## src/rtl/sercmd_pkg.sv

```systemverilog
package sercmd_pkg;
   localparam int CMD_W = 2;

   typedef enum logic [CMD_W-1:0] {
      CMD_READ  = 2'b00,
      CMD_WRITE = 2'b01,
      CMD_NOP   = 2'b10,
      CMD_BURST = 2'b11
   } cmd_e;

   typedef enum logic [1:0] {
      PH_HEAD = 2'b00,
      PH_DATA = 2'b01,
      PH_DONE = 2'b10
   } phase_e;
endpackage

```

## src/rtl/sercmd_sync.sv

```systemverilog
module sercmd_sync #(
   parameter int   STAGES    = 2,
   parameter logic RESET_VAL = 1'b0
) (
   input  logic clk,
   input  logic rst_n,
   input  logic din,
   output logic dout
);
   logic [STAGES-1:0] chain;

   generate
      if (STAGES == 1) begin : g_single
         always_ff @(posedge clk or negedge rst_n)
            if (!rst_n) chain <= RESET_VAL;
            else        chain <= din;
      end else begin : g_multi
         always_ff @(posedge clk or negedge rst_n)
            if (!rst_n) chain <= {STAGES{RESET_VAL}};
            else        chain <= {chain[STAGES-2:0], din};
      end
   endgenerate

   assign dout = chain[STAGES-1];
endmodule

```

## src/rtl/sercmd_frame.sv

```systemverilog
module sercmd_frame import sercmd_pkg::*; #(
   parameter int DATA_W = 8
) (
   input  logic                    clk,
   input  logic                    rst_n,
   input  logic                    active,
   input  logic                    bit_rise,
   input  logic                    bit_in,
   output logic [DATA_W-CMD_W-1:0] reg_addr,
   output logic                    reg_we,
   output logic [DATA_W-1:0]       reg_wdata,
   output logic                    rd_req
);
   localparam int ADDR_W = DATA_W - CMD_W;
   localparam int CNT_W  = $clog2(DATA_W);
   localparam logic [CNT_W-1:0] LAST_BIT = CNT_W'(DATA_W - 1);

   logic [CNT_W-1:0]  bit_cnt;
   logic [DATA_W-1:0] rx_sr;
   logic [DATA_W-1:0] full_byte;
   cmd_e              cmd_q, head_cmd;
   phase_e            phase;

   assign full_byte = {rx_sr[DATA_W-2:0], bit_in};
   assign head_cmd  = cmd_e'(full_byte[DATA_W-1 -: CMD_W]);

   always_ff @(posedge clk or negedge rst_n) begin
      if (!rst_n) begin
         bit_cnt   <= '0;
         rx_sr     <= '0;
         cmd_q     <= CMD_NOP;
         phase     <= PH_HEAD;
         reg_addr  <= '0;
         reg_wdata <= '0;
         reg_we    <= 1'b0;
         rd_req    <= 1'b0;
      end else begin
         reg_we <= 1'b0;
         rd_req <= 1'b0;
         if (!active) begin
            bit_cnt <= '0;
            phase   <= PH_HEAD;
         end else if (bit_rise) begin
            rx_sr <= full_byte;
            if (bit_cnt != LAST_BIT) begin
               bit_cnt <= bit_cnt + 1'b1;
            end else begin
               bit_cnt <= '0;
               unique case (phase)
                  PH_HEAD: begin
                     cmd_q    <= head_cmd;
                     reg_addr <= full_byte[ADDR_W-1:0];
                     rd_req   <= (head_cmd == CMD_READ);
                     phase    <= (head_cmd == CMD_WRITE || head_cmd == CMD_BURST)
                                 ? PH_DATA : PH_DONE;
                  end
                  PH_DATA: begin
                     reg_we    <= 1'b1;
                     reg_wdata <= full_byte;
                     if (cmd_q != CMD_BURST) phase <= PH_DONE;
                  end
                  default: ;
               endcase
            end
         end
      end
   end

   // one strobe per received group, never two in a row
   p_we_pulse_r10: assert property (@(posedge clk) disable iff (!rst_n)
      reg_we |=> !reg_we);
   // strobes only come out of the data phase
   p_we_from_data_r3: assert property (@(posedge clk) disable iff (!rst_n)
      reg_we |-> $past(phase == PH_DATA));
   // after a completed frame nothing more is written
   p_done_quiet_r3: assert property (@(posedge clk) disable iff (!rst_n)
      (phase == PH_DONE) |=> !reg_we);
   // a fetch is only requested by a read command
   p_rdreq_cmd_r5: assert property (@(posedge clk) disable iff (!rst_n)
      rd_req |-> (cmd_q == CMD_READ));
   // no-op never leads to a write
   p_nop_nowrite_r6: assert property (@(posedge clk) disable iff (!rst_n)
      (cmd_q == CMD_NOP && phase != PH_HEAD) |=> !reg_we);
endmodule

```

## src/rtl/sercmd_txpipe.sv

```systemverilog
module sercmd_txpipe #(
   parameter int DATA_W = 8
) (
   input  logic              clk,
   input  logic              rst_n,
   input  logic              active,
   input  logic              start,
   input  logic              bit_fall,
   input  logic              rd_req,
   input  logic [DATA_W-1:0] reg_rdata,
   output logic              sdo
);
   logic [DATA_W-1:0] rd_pipe;
   logic [DATA_W-1:0] tx_sr;

   always_ff @(posedge clk or negedge rst_n) begin
      if (!rst_n)      rd_pipe <= '0;
      else if (rd_req) rd_pipe <= reg_rdata;
   end

   always_ff @(posedge clk or negedge rst_n) begin
      if (!rst_n)        tx_sr <= '0;
      else if (!active)  tx_sr <= '0;
      else if (start)    tx_sr <= rd_pipe;
      else if (bit_fall) tx_sr <= {tx_sr[DATA_W-2:0], 1'b0};
   end

   assign sdo = tx_sr[DATA_W-1];

   // the fetch lands in the holding register one cycle later
   p_pipe_load_r5: assert property (@(posedge clk) disable iff (!rst_n)
      rd_req |=> (rd_pipe == $past(reg_rdata)));
   // without a fetch the holding register is kept
   p_pipe_hold_r9: assert property (@(posedge clk) disable iff (!rst_n)
      !rd_req |=> $stable(rd_pipe));
   // an inactive frame drives a low output
   p_idle_low_r7: assert property (@(posedge clk) disable iff (!rst_n)
      !active |=> !sdo);
endmodule

```

## src/rtl/sercmd_regif.sv

```systemverilog
module sercmd_regif import sercmd_pkg::*; #(
   parameter int         DATA_W      = 8,
   parameter int         SYNC_STAGES = 2,
   parameter logic [1:0] ACTIVE_MODE = 2'b10
) (
   input  logic                    clk,
   input  logic                    rst_n,
   input  logic [1:0]              mode_sel,
   input  logic                    cs_n,
   input  logic                    sclk,
   input  logic                    sdi,
   output logic                    sdo,
   output logic [DATA_W-CMD_W-1:0] reg_addr,
   output logic                    reg_we,
   output logic [DATA_W-1:0]       reg_wdata,
   input  logic [DATA_W-1:0]       reg_rdata
);
   initial begin
      assert (DATA_W > CMD_W + 1) else $error("DATA_W too small for command and address");
      assert (SYNC_STAGES >= 2)   else $error("SYNC_STAGES must be at least 2");
   end

   logic cs_n_s, sclk_s, sdi_s;
   logic sclk_d, act_d;
   logic frame_act, bit_rise, bit_fall, start, rd_req;

   sercmd_sync #(.STAGES(SYNC_STAGES), .RESET_VAL(1'b1)) u_sync_cs (
      .clk(clk), .rst_n(rst_n), .din(cs_n), .dout(cs_n_s));
   sercmd_sync #(.STAGES(SYNC_STAGES), .RESET_VAL(1'b0)) u_sync_sk (
      .clk(clk), .rst_n(rst_n), .din(sclk), .dout(sclk_s));
   sercmd_sync #(.STAGES(SYNC_STAGES), .RESET_VAL(1'b0)) u_sync_di (
      .clk(clk), .rst_n(rst_n), .din(sdi), .dout(sdi_s));

   always_ff @(posedge clk or negedge rst_n) begin
      if (!rst_n) begin
         sclk_d <= 1'b0;
         act_d  <= 1'b0;
      end else begin
         sclk_d <= sclk_s;
         act_d  <= frame_act;
      end
   end

   assign frame_act = (mode_sel == ACTIVE_MODE) && !cs_n_s;
   assign bit_rise  = frame_act &&  sclk_s && !sclk_d;
   assign bit_fall  = frame_act && !sclk_s &&  sclk_d;
   assign start     = frame_act && !act_d;

   sercmd_frame #(.DATA_W(DATA_W)) u_frame (
      .clk(clk), .rst_n(rst_n), .active(frame_act), .bit_rise(bit_rise),
      .bit_in(sdi_s), .reg_addr(reg_addr), .reg_we(reg_we),
      .reg_wdata(reg_wdata), .rd_req(rd_req));

   sercmd_txpipe #(.DATA_W(DATA_W)) u_tx (
      .clk(clk), .rst_n(rst_n), .active(frame_act), .start(start),
      .bit_fall(bit_fall), .rd_req(rd_req), .reg_rdata(reg_rdata), .sdo(sdo));

   // a wrong strap blocks any write in the following cycle
   p_mode_gate_r1: assert property (@(posedge clk) disable iff (!rst_n)
      (mode_sel != ACTIVE_MODE) |=> !reg_we);
   // a released select starts the next frame in command decoding
   p_release_nowrite_r8: assert property (@(posedge clk) disable iff (!rst_n)
      (!frame_act && act_d) |=> !reg_we);
endmodule

```

## config.mk

```make
export PLATFORM = sky130hd
export DESIGN_NAME = sercmd_regif
export DESIGN_NICKNAME = d
export VERILOG_FILES = /design/src/rtl/sercmd_pkg.sv /design/src/rtl/sercmd_sync.sv /design/src/rtl/sercmd_frame.sv /design/src/rtl/sercmd_txpipe.sv /design/src/rtl/sercmd_regif.sv
export SDC_FILE = /design/constraint.sdc
export NUM_CORES = 1
export LEC_CHECK = 0
export ABC_AREA = 1
export BUFFER_PORTS_ARGS = -buffer_cell sky130_fd_sc_hd__buf_2
export CORE_MARGIN = 1.5
export CORE_UTILIZATION = 56
export DETAILED_ROUTE_END_ITERATION = 16
export GPL_TIMING_DRIVEN = 0
export PLACE_DENSITY = 0.83
export SYNTH_ARGS = -nofsm -noshare
export SYNTH_HDL_FRONTEND = slang
export SYNTH_SLANG_ARGS = --single-unit
```

## constraint.sdc

```tcl
create_clock -name clk -period 1.5 [get_ports clk]
set_input_delay 0.3 -clock clk [delete_from_list [all_inputs] [get_ports clk]]
set_output_delay 0.3 -clock clk [all_outputs]
set_load 0.02 [all_outputs]
```

Yosys cells after proc, flatten, opt, wreduce, memory -nomap -nowiden
Cells that the tools add are included.
Cells by class
  multiplexer cells: 20
  bitwise logic cells: 1
  reduce and logical (&&, ||, !) cells: 17
  $add $sub $neg: 1
  eq/ne operators: 11
Operators by type and width (count)
  $mux 8: 3
  $reduce_and 4->1: 3
  $mux 2: 5
  $mux 3: 3
  $mux 1: 8
  $logic_and 1x1->1: 6
  $ne 3x1->1 const B: 2
  $eq 2x1->1 const B: 2
  $eq 2x2->1 const B: 2
  $logic_not 1->1: 4
  $logic_not 2->1: 2
  $ne 2x2->1 const B: 2
  $pmux 2 s2: 1
  $add 3x1->3 const B: 1
  $ne 3x2->1 const B: 1
  $ne 3x3->1 const B: 1
  $ne 2x1->1 const B: 1
  $reduce_and 2->1: 1
  $logic_or 1x1->1: 1
  $not 1->1: 1
Word-level totals
  bits of input ports: 15
  output and inout bits: 16
  register bits: 54

Logic depth before layout (Yosys ltp)
Gate-level depths: netlist (run 1).
  depth in word-level cells: 7
  gate-level depth with buffers: 7
  depth with buffers taken out: 7

Cells and area by module
Synthesis (run 1) repeated with hierarchy kept, for this count alone.
Unflattened totals
  cell total of the unflattened synthesis: 238
  area, all modules: 2313.5 um2
Modules (own cells, without submodules)
  sercmd_frame: area each 1321.3 um2, cells each 128, sequential area each 752.0 um2, times used 1
  sercmd_txpipe: area each 752.0 um2, cells each 92, sequential area each 400.4 um2, times used 1
  sercmd_sync at u_sync_di ...: area each 50.0 um2, cells each 2, sequential area each 50.0 um2, times used 2
  sercmd_regif: area each 87.6 um2, cells each 12, sequential area each 50.0 um2, times used 1
  sercmd_sync at u_sync_cs: area each 52.6 um2, cells each 2, sequential area each 52.6 um2, times used 1

Worst setup path before layout (run 1)
No wires, ideal clock.
  kind: flip-flop to flip-flop
  start: register u_frame.bit_cnt[0]
  end: register u_frame.reg_addr[0]
  library setup time: 0.117 ns
  data arrival time: 1.218 ns
  slack: 0.165 ns
  data required time: 1.383 ns
  stages on the path, launching flop included: 8
  path through: dfrtp_1 -> ha_1 -> ha_1 -> nand2_1 -> nor2_2 -> nand2_4 -> nand2_1 -> nand2_1
Between the ends
  longest elaborated chain between the ends: 3
RTL lines
  from (decl): line sercmd_frame.sv:18  | logic [CNT_W-1:0] bit_cnt;
  from (signal assigned): line sercmd_frame.sv:46  | bit_cnt <= bit_cnt + 1'b1;
  $ne 3x3->1: line sercmd_frame.sv:45  | if (bit_cnt != LAST_BIT) begin
  $not 1->1 (no source line)
  $reduce_and 4->1 (no source line)
  to (signal assigned): line sercmd_frame.sv:52  | reg_addr <= full_byte[ADDR_W-1:0];
  to (decl): line sercmd_frame.sv:9  | output logic [DATA_W-CMD_W-1:0] reg_addr,
Every way passes these cells.
A chain may end at the register's enable or synchronous reset.

Worst setup path in the final report (run 1)
  start: register u_frame.bit_cnt[0]
  end: register u_frame.reg_addr[3]
Same word-level chain as after synthesis.

==> metrics.cfg, run 1 <==
[status]
status=finished, final reports clean

[yosys]
syn-num-nets=252
yosys.area_share.xor_xnor_pct=0
synth.distinct_cells=21
synth_warnings=0
synth_compound_area_share_pct=4.57
avgSynthCellArea_um2=9.31
synth-seq-cells=54
synthesis.instances=235
synth_top_family_by_area=simple AND/OR/NAND/NOR gates
synthMuxAreaShare_pct=0
yosysSeqAreaShare_pct=61.9
synth_area_um2=2190
synth_fa_ha_area_share_pct=1.14
yosys.area_share.simple_pct=26.0

[clock_tree]
clk_path_buf_depth=2
clk_pin_slew_ps=90
cts.sinks=54
htreeDepth=2
cts_root_buf=clkbuf_8
cts_buffers=5
cts_tree=built
postCtsHoldBufs=0
worstSkewPairLatency_ps=300

[global_routing]
grtUsageTotal_pct=20.7
grt_max_degree=55
antenna_found_initial=0
grt_remaining_overflow=0
grt_pass1_vias=1556
grt_pass1_wl_um=6660

[layout]
design_area_um2=2540
mostFrequentLayoutCell=nand2_1
final_nets=294
final_cell_mix=86 x nand2_1, 51 x dfrtp_1, 30 x buf_2
insertedDiodeCount=0
instances_no_fill=326
area_growth_pct=16.1
drive_above_1_share_pct=20.9

[pwr]
p_per_area_nw_per_um2=1000
power.leakage_nw=1.47
ir_drop_mv=0.784
total_power_mw=2.55

[critical_path]
cp-end-kind=register
worstPathArrival_ps=1590
r2r_cells=7
crit_type=register to register
r2r_end=u_frame.reg_addr[3]
setup.worst_path.start_class=register
crit_fanout=6
worstPathRequired_ps=1700
regToRegSetupSlack_ps=110
r2r_start=u_frame.bit_cnt[0]

[min_path]
hp-start=cs_n
hold_path.class=primary input to register
hold_depth=1
hold_path_end=u_sync_cs.chain[0]

[sta]
fmax_mhz=720
setup_ws_ps=112
fin_skew_ps=5.36
fin_tns_setup_ps=0
final_hold_viol_count=0
slew_headroom_pct=25.0
fin_crit_sh_pct=92.6
drv_slew=0
period_needed_ps=1390
worst_pin_slew_ps=1130
grt_setup_unrepaired=no
setup_viol=0

[die]
die-area_um2=4290
rows=22
start_util_pct=58.9
ios=31
coreArea_um2=3720
die_height_um=65.5
die_width_um=65.5

[placement]
io_buffers=30
preCtsSetupSlack_ps=-84.9
routabilityCongestion=0.769
dp_hpwl_um=2660
dpl_cell_area_um2=2400
placed_cells=313

[detailed_routing]
drt-total-wl_um=3720
drtIter0Drc=135
via_count=1653
drt_pass1_iterations=4
vias_per_cell=5.07
drc=0
route.met3.wl_um=154
wl_met1_um=1670
dr.max_layer_used=met4
wl_met2_um=1840
ant_nets=0
wl_per_cell_um=11.4

[job]
cap_violations=0

[kinds of logic after synthesis]
kind of cell / Yosys count
adder cells (fa/ha/maj): 2
AO/OA/AOI/OAI: 19
buffers and inverters: 31
AND/OR/NAND/NOR: 129
flip-flops: 54
[through the flow]
| step | hold WS [ps] | util, % |
|---|---|---|
| final | 86.6 | 68.4 |
| after global routing | 65.7 | 68.4 |
| after CTS | 75.3 | 67.3 |
| after detailed placement | 341 | 64.5 |
| after global placement | 332 | 64.5 |
| after floorplan | 4.41 | - |
[layer usage]
metal / global-route usage [%] / vias up
met5: 0 / -
met4: 8.33 / 0
met3: 6.34 / 5
met2: 33.2 / 25
met1: 26.3 / 807
li1: - / 816
[power by group]
| part | switching, mW | internal (mW) |
|---|---|---|
| logic | 0.0964 | 0.0538 |
| clock network | 0.441 | 0.373 |
| registers | 0.0619 | 1.52 |
| total | 0.599 | 1.95 |
[flip-flops by register name, indices dropped and copies added, names as in the netlist]
name / count
u_frame.rx_sr: 7
u_frame.phase: 2
sclk_d: 1
u_sync_di.chain: 2
act_d: 1
u_tx.tx_sr: 8
u_sync_sk.chain: 2
u_frame.reg_we: 1
u_frame.rd_req: 1
u_frame.cmd_q: 2
u_frame.reg_addr: 6
u_frame.reg_wdata: 8
u_sync_cs.chain: 2
u_frame.bit_cnt: 3
u_tx.rd_pipe: 8
[synth_stat cells (all sizes together)]
master	count	area (um^2)
buf	3	33.8
nand2	90	360
dfrtp	51	1280
nor3	1	5.00
a21oi	5	28.8
clkinv	1	3.75
ha	2	25.0
o21ai	13	65.1
nor2	12	73.8
dfstp	3	78.8
o22ai	1	6.26
inv	26	97.6
clkbuf	1	3.75
nand3	26	130
[what timing repair did]
item	4_1_cts	5_1_grt
cloned	0	0
setup endpoints to repair	17	17
pin swaps	0	2
gates resized for setup	2	1
buffers inserted	0	5
hold endpoints to repair	0	0
[layout make-up]
type / instances / area (um^2)
fill: 305 / 1180
clock buffer: 7 / 86.3
tap: 48 / 60.1
clock inverter: 1 / 5.00
sequential: 54 / 1360
multi-input combinational: 150 / 707
buffer: 4 / 37.5
inverter: 27 / 101
timing repair buffer: 35 / 188
[how the worst max path moves through the flow]
stage | from | slack, ps | to | cells past startpoint
6_report | u_frame.bit_cnt[0] | 110 | u_frame.reg_addr[3] | 7
5_1_grt | u_frame.bit_cnt[0] | 30 | u_frame.rd_req | 6
4_1_cts | u_frame.bit_cnt[0] | 30 | u_frame.rd_req | 6
3_5_place_dp | u_frame.bit_cnt[0] | -80 | u_frame.cmd_q[0] | 7
3_3_place_gp | u_frame.bit_cnt[0] | -60 | u_frame.rd_req | 6
2_1_floorplan | u_frame.bit_cnt[0] | 170 | u_frame.reg_addr[0] | 7
[worst max-delay path, stage by stage, from the launching register on]
cell     delay (ps)
dfrtp_1         400
ha_1            200
ha_1            220
nand2_2         110
nor2_4           60
buf_4           160
nand3_1          80
nand2_1          60
Power figures use the tool's default switching activity.
==> inputs of run 2 (changes only) <==
==> constraint.sdc (replaced) <==
create_clock -name clk -period 1.39 [get_ports clk]
set_input_delay 0.278 -clock clk [delete_from_list [all_inputs] [get_ports clk]]
set_output_delay 0.278 -clock clk [all_outputs]
set_load 0.02 [all_outputs]
==> run 2 against run 1 <==
Cell count unchanged. Clock skew increased by 3.3 ps. Via count increased by 0.36%. Setup slack got worse by 78 ps. Critical path depth unchanged. Utilization increased by 2.7 points. Die area unchanged. Critical endpoint is now u_frame.cmd_q[0].
==> metrics.cfg, run 2 (synthesized netlist as in run 1, its figures left out) <==
[pwr]
p_int_mw=2.11  ; +8.0%
p_sw_mw=0.678  ; +13%
clockPowerShare_pct=32.1  ; +0.2 points
total_power_mw=2.78  ; +9.2%
p_seq_share_pct=61.8  ; -0.4 points
ir_drop_mv=0.856  ; +9.2%
swShare_pct=24.4  ; +0.85 points
p_per_area_nw_per_um2=1050  ; +5.0%
combPwrFrac_pct=6.1  ; +0.2 points
power.leakage_nw=1.48  ; +0.99%

[die]
coreArea_um2=3720  ; unchanged
rows=22  ; unchanged
die_width_um=65.5  ; unchanged
start_util_pct=58.9  ; unchanged
die_height_um=65.5  ; unchanged
ios=31  ; unchanged
die-area_um2=4290  ; unchanged

[sta]
grt_setup_unrepaired=yes
final_hold_viol_count=0  ; unchanged
setup_viol=0  ; unchanged
fin_skew_ps=8.65  ; +3.29 ps
fin_crit_sh_pct=97.6  ; +5.0 points
slew_headroom_pct=24.7  ; -0.31 points
fin_tns_setup_ps=0  ; unchanged
worst_pin_slew_ps=1130  ; +4.70 ps
drv_slew=0  ; unchanged
period_needed_ps=1360  ; -31.9 ps
fmax_mhz=737  ; +2.4%

[critical_path]
crit_type=register to register
cp-end-kind=register
crit_path_start=u_frame.bit_cnt[0]
worstPathArrival_ps=1560  ; -30 ps
r2r_start=u_frame.bit_cnt[0]
worstPathRequired_ps=1590  ; -110 ps
setup.worst_path.start_class=register
crit_fanout=5  ; -1
r2r_cells=7  ; unchanged

[layout]
drive_above_1_share_pct=25.2  ; +4.3 points
final_cell_mix=83 x nand2_1, 51 x dfrtp_1, 30 x buf_2
reg.largest.list=u_frame.reg_wdata (8), u_tx.rd_pipe (8), u_tx.tx_sr (8)
num-fill-cells=279  ; -8.5%
insertedDiodeCount=0  ; unchanged
area_growth_pct=20.7
final_nets=294  ; unchanged
mostFrequentLayoutCell=nand2_1
instances_no_fill=326  ; unchanged

[clock_tree]
clk_path_buf_depth=2  ; unchanged
cts_tree=built
cts_root_buf=clkbuf_8
clk_pin_slew_ps=90  ; about the same
worstSkewPairLatency_ps=310  ; about the same
htreeDepth=2  ; unchanged
cts_buffers=5  ; unchanged
cts.sinks=54  ; unchanged

[global_routing]
grt_pass1_wl_um=6860  ; +3.0%
grt_use_met3_pct=6.34  ; unchanged
grt_remaining_overflow=0  ; unchanged
grt_max_degree=55  ; unchanged
grtUsageTotal_pct=21.5  ; +0.82 points
grt_busiest_layer=met2
use_met2_pct=34.2  ; +1.0 points
antenna_found_initial=0  ; unchanged
grt_pass1_vias=1558  ; +0.13%
use_met1_pct=27.7  ; +1.4 points

[status]
status=finished, final reports clean

[placement]
io_buffers=30  ; unchanged
placed_cells=313  ; unchanged
dp_hpwl_um=2660  ; unchanged
routabilityCongestion=0.769  ; unchanged

[detailed_routing]
ant_nets=0  ; unchanged
drt_pass1_iterations=4  ; unchanged
drt-total-wl_um=4100  ; +10%
vias_per_cell=5.09  ; +0.36%
drtIter0Drc=176  ; +30%
wl_per_cell_um=12.6  ; +10%
via_count=1659  ; +0.36%
drc=0  ; unchanged

[min_path]
hold_path.class=primary input to register
hp-start=cs_n
hold_depth=1  ; unchanged

[job]
cap_violations=0  ; unchanged

run 2: layout make-up:
type	instances	area, um^2	share of cell area [%]
Sequential cell	54	1360	51.3
Buffer	4	37.5	1.42
Multi-Input combinational cell	151	787	29.8
Clock buffer	7	86.3	3.27
Timing Repair Buffer	34	209	7.91
Tap cell	48	60.1	2.27
Inverter	27	101	3.84
Clock inverter	1	5.00	0.189
run 2: metrics by stage:
| stage | setup slack (ps) | hold slack, ps | util [%] | instance area, um^2 |
|---|---|---|---|---|
| 2_1_floorplan | 55.1 | -17.6 | - | 2190 |
| 3_3_place_gp | -170 | 332 | 64.5 | 2400 |
| 3_5_place_dp | -195 | 341 | 64.5 | 2400 |
| 4_1_cts | 5.35 | 53.3 | 68.6 | 2550 |
| 5_1_grt | -43.0 | 43.7 | 71.1 | 2640 |
| 6_report | 33.6 | 61.2 | 71.1 | 2640 |
run 2: worst paths after layout:
path / endpoint / slack [ps]
hold reg to reg: u_sync_sk.chain[1] / 360
setup / recovery: u_frame.cmd_q[0] / 30
min in group asynchronous: u_tx.rd_pipe[0] / 170
hold / removal: u_sync_cs.chain[0] / 60
max in group asynchronous: u_frame.rx_sr[6] / 510
setup reg to reg: u_frame.cmd_q[0] / 30
run 2: metal layers:
layer | vias up | wire, um
met5 | - | 0
met4 | 0 | 58
met3 | 5 | 151
met2 | 29 | 2070
met1 | 809 | 1820
li1 | 816 | -
run 2: repair_timing:
action | 4_1_cts | 5_1_grt
cloned | 0 | 1
setup buffers | 3 | 1
resized for setup | 3 | 17
hold buffers | 0 | 0
endpoints found under the setup margin | 18 | 21
pin swaps | 2 | 14
run 2: power by group through the flow:
stage	registers [mW]	clock network (mW)	logic, mW
3_5_place_dp	1.74	0	0.165
3_3_place_gp	1.74	0	0.159
6_report	1.72	0.893	0.171
2_1_floorplan	1.72	0	0.0957
4_1_cts	1.71	0.905	0.165
5_1_grt	1.73	0.972	0.198
run 2: worst max-delay path, cell delays in order, from the launching register on:
cell and delay [ps]:
dfrtp_1 410, ha_4 160, ha_4 160, nand2_4 50
nor2_4 220, nand2_4 120, nand2_2 90, nand2_2 50
==> inputs of run 3 (changes only) <==
--- a/config.mk
+++ b/config.mk
@@ -8,10 +8,10 @@
 export ABC_AREA = 1
 export BUFFER_PORTS_ARGS = -buffer_cell sky130_fd_sc_hd__buf_2
 export CORE_MARGIN = 1.5
-export CORE_UTILIZATION = 56
+export CORE_UTILIZATION = 52
 export DETAILED_ROUTE_END_ITERATION = 16
 export GPL_TIMING_DRIVEN = 0
-export PLACE_DENSITY = 0.83
+export PLACE_DENSITY = 0.78
 export SYNTH_ARGS = -nofsm -noshare
 export SYNTH_HDL_FRONTEND = slang
 export SYNTH_SLANG_ARGS = --single-unit
==> run 3 against run 2 <==
Critical path depth unchanged. Maximum frequency increased by 2.5%. Setup slack improved by 33 ps. Worst hold slack improved by 9.3 ps. Utilization decreased by 6.4 points. Sequential power about the same. Flip-flop and latch count unchanged. Largest cell class unchanged. Largest power group unchanged.
==> metrics.cfg, run 3 (synthesized netlist as in run 1, its figures left out) <==
[critical_path]
cp-end-kind=register
worstPathRequired_ps=1590  ; about the same
setup.worst_path.start_class=register
crit_type=register to register
crit_fanout=5  ; unchanged
worstPathArrival_ps=1530  ; -30 ps

[global_routing]
grt_remaining_overflow=0  ; unchanged
grt_pass1_wl_um=6620  ; -3.4%
antenna_found_initial=0  ; unchanged
grt_max_degree=55  ; unchanged
grtUsageTotal_pct=19.5  ; -2.0 points
grt_pass1_vias=1519  ; -2.5%

[pwr]
ir_drop_mv=0.523  ; -39%
p_seq_share_pct=63.5  ; +1.7 points
p_sw_mw=0.634  ; -6.5%
power.leakage_nw=1.47  ; -0.80%
swShare_pct=23.5  ; -0.85 points
combPwrFrac_pct=6.2  ; about the same
p_per_area_nw_per_um2=1030  ; -1.8%
clockPowerShare_pct=30.2  ; -1.9 points
p_int_mw=2.06  ; -2.1%

[sta]
setup_viol=0  ; unchanged
period_needed_ps=1320  ; -33.1 ps
drv_slew=0  ; unchanged
fmax_mhz=756  ; +2.5%
grt_setup_unrepaired=yes
hold-worst-slack_ps=70.5  ; +9.25 ps
slew_headroom_pct=22.6  ; -2.1 points
worst_pin_slew_ps=1160  ; +31.3 ps
final_hold_viol_count=0  ; unchanged
fin_crit_sh_pct=95.2  ; -2.4 points
fin_skew_ps=7.81  ; -0.841 ps

[die]
coreArea_um2=4030  ; +8.4%
rows=23  ; +4.5%
ios=31  ; unchanged
die-area_um2=4610  ; +7.3%
die_width_um=67.9  ; +3.6%
start_util_pct=54.3  ; -4.6 points
die_height_um=67.9  ; +3.6%

[layout]
drive_above_1_share_pct=23.1  ; -2.0 points
mostFrequentLayoutCell=nand2_1
reg.largest.list=u_frame.reg_wdata (8), u_tx.rd_pipe (8), u_tx.tx_sr (8)
final_util_pct=64.7  ; -6.4 points
num-fill-cells=329  ; +18%
final_nets=297  ; +1.0%
final_cell_mix=84 x nand2_1, 51 x dfrtp_1, 30 x buf_2
design_area_um2=2610  ; -1.4%
insertedDiodeCount=0  ; unchanged
area_growth_pct=19.0

[clock_tree]
cts.sinks=54  ; unchanged
cts_root_buf=clkbuf_8
worstSkewPairLatency_ps=300  ; about the same
postCtsHoldBufs=0  ; unchanged
clk_path_buf_depth=2  ; unchanged
clk_pin_slew_ps=90  ; about the same
cts_buffers=5  ; unchanged
cts_tree=built
htreeDepth=2  ; unchanged

[placement]
dp_hpwl_um=2600  ; -2.3%
routabilityCongestion=0.749  ; -2.5%
dpl_cell_area_um2=2400  ; +0.10%
io_buffers=30  ; unchanged

[min_path]
hold_path.class=primary input to register

[detailed_routing]
via_count=1624  ; -2.1%
vias_per_cell=4.91  ; -3.6%
drt_pass1_iterations=4  ; unchanged
drc=0  ; unchanged
wl_per_cell_um=12.0  ; -4.3%
ant_nets=0  ; unchanged
drtIter0Drc=125  ; -29%
drt-total-wl_um=3980  ; -2.8%

[job]
cap_violations=0  ; unchanged

[status]
status=finished, final reports clean

==> run 3: changes by cell type in the layout (fill, tap and decap cells not counted), sizes merged <==
cell / delta
clkinv: -1
clkbuf: +1
buf: +3
==> run 3: worst paths after layout <==
check                                    from  slack [ps]  cells after the start                    to
max                        u_frame.bit_cnt[1]          70                      7  u_frame.reg_wdata[0]
min                                      cs_n          70                      1    u_sync_cs.chain[0]
max reg2reg                u_frame.bit_cnt[1]          70                      7  u_frame.reg_wdata[0]
min reg2reg                u_sync_cs.chain[0]         360                      0    u_sync_cs.chain[1]
max in group asynchronous               rst_n         480                      1  u_frame.reg_wdata[6]
min in group asynchronous               rst_n         210                      1       u_tx.rd_pipe[6]
==> run 3: through the flow <==
step           std cells  setup slack (ps)  TNS [ps]  total power, mW
5_1_grt              331             -21.8     -26.7             2.82
4_1_cts              328              23.0         0             2.72
2_1_floorplan        235              55.1         0             1.82
3_5_place_dp         315              -222     -3090             1.91
6_report             331              66.7         0             2.70
3_3_place_gp         315              -158     -2250             1.90
==> run 3: layout make-up <==
cell class / instances / area [um^2] / share of cell area [%]
Sequential cell: 54 / 1360 / 52.0
Multi-Input combinational cell: 151 / 746 / 28.6
Timing Repair Buffer: 37 / 223 / 8.55
Inverter: 27 / 101 / 3.89
Clock buffer: 8 / 80.1 / 3.07
Tap cell: 50 / 62.6 / 2.40
Buffer: 4 / 37.5 / 1.44
==> run 3: repair_timing <==
| item | CTS | global route |
|---|---|---|
| hold endpoints to repair | 0 | 0 |
| gates cloned | 0 | 1 |
| buffers inserted | 5 | 2 |
| gates resized for setup | 3 | 10 |
| endpoints found under the setup margin | 18 | 21 |
| pin swaps | 2 | 7 |
==> run 3: power groups by stage <==
| stage | clock network, mW | logic (mW) | registers (mW) |
|---|---|---|---|
| final | 0.815 | 0.168 | 1.71 |
| after global routing | 0.906 | 0.189 | 1.73 |
| after CTS | 0.842 | 0.165 | 1.71 |
| after detailed placement | 0 | 0.164 | 1.74 |
| after global placement | 0 | 0.160 | 1.74 |
| after floorplan | 0 | 0.0957 | 1.72 |
==> run 3: worst max-delay path, cell delays in order, from the launching register on <==
cell and delay, ps:
dfrtp_1 390, ha_4 160, ha_4 150, inv_2 40, nor2_4 230, nand2_4 110, nand2_2 100, nand2_2 50
==> run 3: per-layer routing <==
metal | GRT usage (%) | vias to the layer above | part of all wire, %
li1 | - | 824 | -
met2 | 33.3 | 30 | 48
met3 | 5.76 | 5 | 3.8
met4 | 6.00 | 0 | 1.2
met1 | 24.0 | 765 | 47
met5 | 0 | - | 0
